`src/rtl/rampadc_pkg.sv`:
```
package rampadc_pkg;

   typedef enum logic {ST_IDLE, ST_CONV} conv_st_e;

   // resolution code to bit count, saturating at the widest setting
   function automatic int unsigned res_bits(input int unsigned sel,
                                            input int unsigned min_r,
                                            input int unsigned max_r);
      int unsigned b;
      b = min_r + sel;
      if (b > max_r) b = max_r;
      return b;
   endfunction

endpackage

```
`src/rtl/rampadc_seq.sv`:
```
module rampadc_seq
   import rampadc_pkg::*;
#(
   parameter int CNT_W   = 11,
   parameter int RSEL_W  = 3,
   parameter int MIN_RES = 7,
   parameter int MAX_RES = 11
) (
   input  logic              clk,
   input  logic              rst_n,
   input  logic              trig_i,
   input  logic              auto_sub_i,
   input  logic [RSEL_W-1:0] res_sel_i,
   input  logic [CNT_W-1:0]  tbase_i,
   input  logic              all_hit_i,
   output logic              start_o,
   output logic              run_o,
   output logic              tmo_o,
   output logic              finish_o,
   output logic [CNT_W-1:0]  mask_o,
   output logic [CNT_W-1:0]  ofs_o,
   output logic              sub_o,
   output logic              done_o
);

   conv_st_e         st_q;
   logic [CNT_W-1:0] elapsed_q;
   logic [CNT_W-1:0] mask_q;
   logic [CNT_W-1:0] ofs_q;
   logic             sub_q;
   logic             done_q;

   function automatic logic [CNT_W-1:0] mask_of(input logic [RSEL_W-1:0] sel);
      logic [CNT_W-1:0] m;
      int unsigned      b;
      b = res_bits(int'(sel), MIN_RES, MAX_RES);
      for (int j = 0; j < CNT_W; j++) m[j] = (j < int'(b));
      return m;
   endfunction

   assign run_o    = (st_q == ST_CONV);
   assign start_o  = trig_i && (st_q == ST_IDLE);
   assign tmo_o    = run_o && (elapsed_q == mask_q);
   assign finish_o = run_o && (all_hit_i || tmo_o);

   always_ff @(posedge clk or negedge rst_n) begin
      if (!rst_n) begin
         st_q      <= ST_IDLE;
         elapsed_q <= '0;
         mask_q    <= '0;
         ofs_q     <= '0;
         sub_q     <= 1'b0;
         done_q    <= 1'b0;
      end else begin
         done_q <= finish_o;
         if (start_o) begin
            st_q      <= ST_CONV;
            elapsed_q <= '0;
            mask_q    <= mask_of(res_sel_i);
            ofs_q     <= tbase_i;
            sub_q     <= auto_sub_i;
         end else if (finish_o) begin
            st_q <= ST_IDLE;
         end else if (run_o) begin
            elapsed_q <= elapsed_q + 1'b1;
         end
      end
   end

   assign mask_o = mask_q;
   assign ofs_o  = ofs_q;
   assign sub_o  = sub_q;
   assign done_o = done_q;

   // an accepted trigger puts the channel into conversion
   a_r2_start_busy: assert property (@(posedge clk) disable iff (!rst_n)
      start_o |=> run_o);
   // the ramp start point cannot move during a conversion
   a_r9_ofs_hold: assert property (@(posedge clk) disable iff (!rst_n)
      (run_o && !finish_o) |=> $stable(ofs_q));
   // done is a single-cycle pulse
   a_r11_done_pulse: assert property (@(posedge clk) disable iff (!rst_n)
      done_q |=> !done_q);
   // the busy-cycle count never passes full scale
   a_r7_bounded: assert property (@(posedge clk) disable iff (!rst_n)
      run_o |-> (elapsed_q <= mask_q));

endmodule

```
`src/rtl/rampadc_code.sv`:
```
module rampadc_code #(
   parameter int CNT_W = 11
) (
   input  logic [CNT_W-1:0] tbase_i,
   input  logic [CNT_W-1:0] ofs_i,
   input  logic [CNT_W-1:0] mask_i,
   input  logic             sub_i,
   output logic [CNT_W-1:0] live_o
);

   logic [CNT_W-1:0] diff;

   // modular difference: the mask drops borrows above the chosen width
   assign diff   = tbase_i - ofs_i;
   assign live_o = (sub_i ? diff : tbase_i) & mask_i;

endmodule

```
`src/rtl/rampadc_cell.sv`:
```
module rampadc_cell #(
   parameter int CNT_W = 11
) (
   input  logic             clk,
   input  logic             rst_n,
   input  logic             start_i,
   input  logic             run_i,
   input  logic             tmo_i,
   input  logic             hit_i,
   input  logic [CNT_W-1:0] live_i,
   input  logic [CNT_W-1:0] full_i,
   output logic [CNT_W-1:0] code_o,
   output logic             got_o
);

   logic [CNT_W-1:0] code_q;
   logic             got_q;

   always_ff @(posedge clk or negedge rst_n) begin
      if (!rst_n) begin
         code_q <= '0;
         got_q  <= 1'b0;
      end else if (start_i) begin
         got_q <= 1'b0;
      end else if (run_i && !got_q) begin
         if (hit_i) begin
            code_q <= live_i;
            got_q  <= 1'b1;
         end else if (tmo_i) begin
            code_q <= full_i;
            got_q  <= 1'b1;
         end
      end
   end

   assign code_o = code_q;
   assign got_o  = got_q;

   // the first hit wins, the code is frozen afterwards
   a_r5_first_hit_holds: assert property (@(posedge clk) disable iff (!rst_n)
      (run_i && got_q) |=> $stable(code_q));

endmodule

```
`src/rtl/rampadc_ctrl.sv`:
```
module rampadc_ctrl #(
   parameter int NCELLS   = 64,
   parameter bit TOT_CELL = 1'b1,
   parameter int CNT_W    = 11,
   parameter int RSEL_W   = 3,
   parameter int MIN_RES  = 7,
   parameter int MAX_RES  = 11,
   localparam int NTOT    = NCELLS + (TOT_CELL ? 1 : 0)
) (
   input  logic                  clk,
   input  logic                  rst_n,
   input  logic                  trig_i,
   input  logic                  auto_sub_i,
   input  logic [RSEL_W-1:0]     res_sel_i,
   input  logic [CNT_W-1:0]      tbase_i,
   input  logic [NTOT-1:0]       cmp_hit_i,
   output logic [CNT_W-1:0]      ramp_ofs_o,
   output logic [NTOT*CNT_W-1:0] codes_o,
   output logic                  done_o,
   output logic                  busy_o
);

   generate
      if (CNT_W < MAX_RES) begin : g_bad_cnt
         $error("counter narrower than widest resolution");
      end
      if (MIN_RES < 1 || MIN_RES > MAX_RES) begin : g_bad_res
         $error("resolution range is empty");
      end
      if ((1 << RSEL_W) < (MAX_RES - MIN_RES + 1)) begin : g_bad_sel
         $error("select field cannot reach every resolution");
      end
      if (NCELLS < 1) begin : g_bad_cells
         $error("need at least one sample cell");
      end
   endgenerate

   logic             start, run, tmo, finish, sub;
   logic [CNT_W-1:0] mask, ofs, live;
   logic [NTOT-1:0]  got;
   logic             all_hit;

   assign all_hit = &(got | cmp_hit_i);

   rampadc_seq #(
      .CNT_W(CNT_W), .RSEL_W(RSEL_W), .MIN_RES(MIN_RES), .MAX_RES(MAX_RES)
   ) u_seq (
      .clk(clk), .rst_n(rst_n), .trig_i(trig_i), .auto_sub_i(auto_sub_i),
      .res_sel_i(res_sel_i), .tbase_i(tbase_i), .all_hit_i(all_hit),
      .start_o(start), .run_o(run), .tmo_o(tmo), .finish_o(finish),
      .mask_o(mask), .ofs_o(ofs), .sub_o(sub), .done_o(done_o)
   );

   rampadc_code #(.CNT_W(CNT_W)) u_code (
      .tbase_i(tbase_i), .ofs_i(ofs), .mask_i(mask), .sub_i(sub), .live_o(live)
   );

   generate
      for (genvar i = 0; i < NCELLS; i++) begin : g_smp
         rampadc_cell #(.CNT_W(CNT_W)) u_cell (
            .clk(clk), .rst_n(rst_n), .start_i(start), .run_i(run), .tmo_i(tmo),
            .hit_i(cmp_hit_i[i]), .live_i(live), .full_i(mask),
            .code_o(codes_o[i*CNT_W +: CNT_W]), .got_o(got[i])
         );
      end
      if (TOT_CELL) begin : g_tot
         // time-over-threshold cell shares the sample cell datapath
         rampadc_cell #(.CNT_W(CNT_W)) u_cell (
            .clk(clk), .rst_n(rst_n), .start_i(start), .run_i(run), .tmo_i(tmo),
            .hit_i(cmp_hit_i[NTOT-1]), .live_i(live), .full_i(mask),
            .code_o(codes_o[(NTOT-1)*CNT_W +: CNT_W]), .got_o(got[NTOT-1])
         );
      end
   endgenerate

   assign ramp_ofs_o = ofs;
   assign busy_o     = run;

   // a conversion only reports done when every cell holds a code
   a_r6_all_coded: assert property (@(posedge clk) disable iff (!rst_n)
      done_o |-> (&got));
   // done follows the end of a busy period
   a_r6_done_after_busy: assert property (@(posedge clk) disable iff (!rst_n)
      done_o |-> (!busy_o && $past(busy_o)));

endmodule

```
`config.mk`:
```
export PLATFORM = sky130hd
export DESIGN_NAME = rampadc_ctrl
export DESIGN_NICKNAME = d
export VERILOG_FILES = /design/src/rtl/rampadc_pkg.sv /design/src/rtl/rampadc_seq.sv /design/src/rtl/rampadc_code.sv /design/src/rtl/rampadc_cell.sv /design/src/rtl/rampadc_ctrl.sv
export SDC_FILE = /design/constraint.sdc
export NUM_CORES = 2
export LEC_CHECK = 0
export ABC_CLOCK_PERIOD_IN_PS = 2700
export BUFFER_PORTS_ARGS = -buffer_cell sky130_fd_sc_hd__buf_2
export CAP_MARGIN = 20
export CORE_AREA = 2 2 318 320
export CTS_BUF_LIST = sky130_fd_sc_hd__clkbuf_4 sky130_fd_sc_hd__clkbuf_8
export CTS_CLUSTER_DIAMETER = 100
export CTS_CLUSTER_SIZE = 10
export DETAILED_ROUTE_END_ITERATION = 6
export DIE_AREA = 0 0 320 322
export REMOVE_ABC_BUFFERS = 1
export SYNTH_ARGS = -nofsm -noshare
export SYNTH_HDL_FRONTEND = slang
export SYNTH_SLANG_ARGS = --single-unit
```
`constraint.sdc`:
```
create_clock -name clk -period 2.7 [get_ports clk]
set_input_delay 0.27 -clock clk [delete_from_list [all_inputs] [get_ports clk]]
set_output_delay 0.27 -clock clk [all_outputs]
set_load 0.01 [all_outputs]
```
==> results.md <==
- Startpoint types: flop
- Status: complete, but fails checks
- Residual DRC: 0
- Clock sink count: 816
- Crit Path Class: reg -> reg
- CP Max Fanout: 8
- DPL Wire Length: 104.0 mm
- TritonCTS Buffers: 92
- Final worst slack: -0.08767 ns
- Reg2reg end: g_smp[17].u_cell.code_o[10]
- Die H: 322 um
- Post-Synthesis Cells: 4,082
- CP Capture Type: flop
- Clock Path Buffers: 3
- Largest net degree at the start of global routing: 80
- Nets: 5,025
- WP buf/inv: 4
- Violated checks: negative setup slack
- Reg2reg start: u_seq.ofs_o[0]
- Global-route wire length before repair: 226.8 mm
- CP cell instances: ha_2 > inv_2 > fa_2 > a21oi_2 > or4_4 > a21oi_4 > nor3_2 > or2_1 > a22oi_2 > buf_6 > buf_12 > buf_16 > a31oi_1
- Kind of cell adding the most delay to the critical path: simple AND/OR/NAND/NOR gates
- CTS tree: built
- Root Driver: clkbuf_8
- Sequential area share after synthesis: 54.73%
- Post-Route WL: 161.2 mm
- Final Critical Period: 2.788 ns
- GRT Util Overall: 29.66%
- Ports: 811
- Slew Limit Fails: 0
- Design area: 46,980 um2
- Fmax: 358.7 MHz
- Final period util: 103.2%
- Dpl ws: -0.1391 ns
- Starting Density: 37.47%
- Reg2Reg Setup Slack: -0.09 ns
- Via count: 34,829
- R2R cell count: 13
- Setup TNS: -3.256 ns
- CP arrival: 3.40 ns
- Final hold violation count: 0
- Mean Syn Cell Area: 9.139 um2
- Cell variety after synth: 60
- RSZ-0062 raised after global routing: true
- Max VDD drop: 0.9314 mV
- Lkg Pwr: 24.57 nW
- Post-Layout Cell Count: 6,240
- Clock Skew: 0.04777 ns
- Dpl cells: 6,018
- PortBufs: 810
- Pwr dens: 1299 nW/um2
- Hold WC Path Type: in -> async
- Die Span X: 320 um
- Synth Register Bits: 816
- CP max stage cell: or4_4
- Total Die Area: 103,000 um2
- Clock latency at the later pin of the worst-skew pair: 0.79 ns
- Clk slew on worst S/H paths: 0.08 ns
- Aggregate global routing overflow: 0
- Vias per cell: 5.582
- Initial DRC Count: 3,136
- Routability Congestion: 0.8648
- Slew headroom: 22.02%
- Ys Warns: 0
- DRT Pass-1 Iters: 6
- Number of synthesized flops with an enable pin: 0
- Avg WL per Cell: 25.84 um
- Vias in the first global route: 32,953
- Util after Layout: 47.19%
- Worst EP required: 3.31 ns
- Final setup vio count: 65
- Asr flop ratio synth: 100.0%
- FP Rows: 116
- Max-cap violation count: 0
- Slew @ Worst Pin: 1.170 ns
- Detail Route Antenna Nets: 0
- Initial antenna violation count: 7
- Dominant synthesized flop cell: dfrtp_1
- Crit-path max cell delay: 0.46 ns
- Layout cells sized above 1: 28.55%
- Area Overhead vs Synth: 25.94%
- # H-tree levels: 3
- Cell area after synthesis: 37,310 um2
- Core area: 99,570 um2
- Placed Area: 43,700 um2
[report_power, final]
part           switching [mW]  total, mW  leakage, nW  internal, mW
Combinational            19.8       31.3         13.9          11.5
Sequential               4.09       22.0         9.94          17.9
Clock                    4.57       7.74        0.704          3.16
[cell usage in the layout, fill, tap and decap left out, types with 5 or more instances in the layout]
master and count:
a21o_1 48, mux2_2 15, o21ai_1 80, nand2b_1 15, nand3_1 157, buf_12 48
o41ai_1 50, inv_1 102, o21a_1 25, mux2i_1 133, a21boi_0 15, clkbuf_8 94
xnor2_1 18, dfrtp_1 804, buf_2 809, o21ai_0 505, a21oi_1 60, o211ai_1 19
a31oi_1 102, clkbuf_16 9, or2_1 10, buf_16 5, nand2_1 1116, ha_1 9
a21bo_1 8, nand4_1 9, o22ai_1 29, dfrtp_4 12, or2_2 27, o21ai_2 25
nor3_1 17, diode_2 6, nor2_1 85, buf_4 189, a21bo_2 92, a31oi_4 28
dlygate4sd3_1 81
[timing repair]
action / in CTS / in global routing
endpoints found under the hold margin: 1181 / 0
resized for setup: 7 / 94
pin swaps: 3 / 53
gates cloned: 2 / 10
buffers inserted: 5 / 16
endpoints found under the setup margin: 88 / 238
hold buffers: 81 / 0
[worst reg2reg max path, stage by stage (launching register included)]
cell     delay (ns)
dfrtp_1        0.39
ha_2           0.18
inv_2          0.05
fa_2           0.20
a21oi_2        0.07
or4_4          0.46
a21oi_4        0.16
nor3_2         0.05
or2_1          0.25
a22oi_2        0.18
buf_6          0.16
buf_12         0.16
buf_16         0.19
a31oi_1        0.14
[logic make-up after synthesis]
group	after synthesis	share of synthesized area [%]
flip-flops	816	54.73
buffers and inverters	497	5.608
multiplexers	157	4.276
XOR/XNOR	20	0.4695
AND/OR/NAND/NOR	1459	15.88
AO/OA/AOI/OAI	1120	18.58
adder cells (fa/ha/maj)	13	0.4561
[synthesized netlist by cell type, drive strengths merged (3+ instances only)]
cell type | n | area [um2]
a211oi | 3 | 22.52
nor3 | 20 | 110.1
nand2 | 1117 | 4193
or2 | 39 | 244.0
clkbuf | 246 | 928.4
inv | 105 | 394.1
a21boi | 15 | 112.6
a21bo | 100 | 1001
o21ai | 612 | 3146
mux2i | 138 | 1381
nand3 | 158 | 790.8
mux2 | 19 | 214.0
ha | 12 | 150.1
a31oi | 132 | 825.8
a21oi | 65 | 329.1
nor2 | 85 | 319.1
o221ai | 3 | 26.28
o22ai | 29 | 181.4
o41ai | 50 | 437.9
o31ai | 4 | 30.03
nor2b | 4 | 25.02
nand2b | 15 | 93.84
o21a | 26 | 195.2
dfrtp | 816 | 20420
o311ai | 3 | 26.28
xnor2 | 18 | 157.7
o211ai | 19 | 142.6
nor4 | 4 | 31.28
nand4 | 9 | 56.30
buf | 146 | 769.5
a21o | 48 | 360.4
[worst max path at each step]
| stage | depth (start not counted) | end | from | slack [ns] |
|---|---|---|---|---|
| floorplan | 6 | g_smp[22].u_cell.code_o[7] | u_seq.mask_o[9] | -2.92 |
| global placement | 13 | g_smp[5].u_cell.code_o[10] | tbase_i[0] | -0.10 |
| detailed placement | 13 | g_smp[48].u_cell.code_o[10] | tbase_i[0] | -0.14 |
| CTS | 12 | g_smp[5].u_cell.code_o[10] | u_seq.ofs_o[0] | -0.003 |
| global route | 12 | g_smp[35].u_cell.code_o[10] | u_seq.ofs_o[4] | -0.18 |
| finish | 13 | g_smp[17].u_cell.code_o[10] | u_seq.ofs_o[0] | -0.09 |
[state kept, by name, indices dropped and copies added, names as in the netlist]
name	flops
g_smp.u_cell.code_o	704
g_smp.u_cell.got_o	64
g_tot.u_cell.code_o	11
u_seq.elapsed_q	11
u_seq.mask_o	11
u_seq.ofs_o	11
g_tot.u_cell.got_o	1
u_seq.done_o	1
u_seq.run_o	1
u_seq.sub_o	1
[per-layer routing]
| layer | wire length [um] | track usage [%] | up-vias |
|---|---|---|---|
| li1 | - | - | 15412 |
| met1 | 63220 | 37.73 | 17120 |
| met2 | 74790 | 46.91 | 1898 |
| met3 | 15210 | 7.344 | 399 |
| met4 | 8007 | 15.20 | 0 |
| met5 | 0 | 0 | - |
[final cells by class]
type | count | area (um2)
flip-flops and latches | 816 | 20460
multi-input cells | 2769 | 15480
clock inverters | 3 | 25.02
inverters | 105 | 395.4
repair buffers | 1145 | 7651
clock buffers | 98 | 1324
fillers | 9523 | 52580
diodes | 6 | 15.01
well taps | 1298 | 1624
[through the flow]
stage	hold slack [ns]	power [mW]
2_1_floorplan	-0.02559	34.97
3_3_place_gp	0.2827	50.64
3_5_place_dp	0.2804	51.15
4_1_cts	0.008114	59.25
5_1_grt	0.05352	64.32
6_report	0.05587	61.06
(Power assumes the default switching activity.)
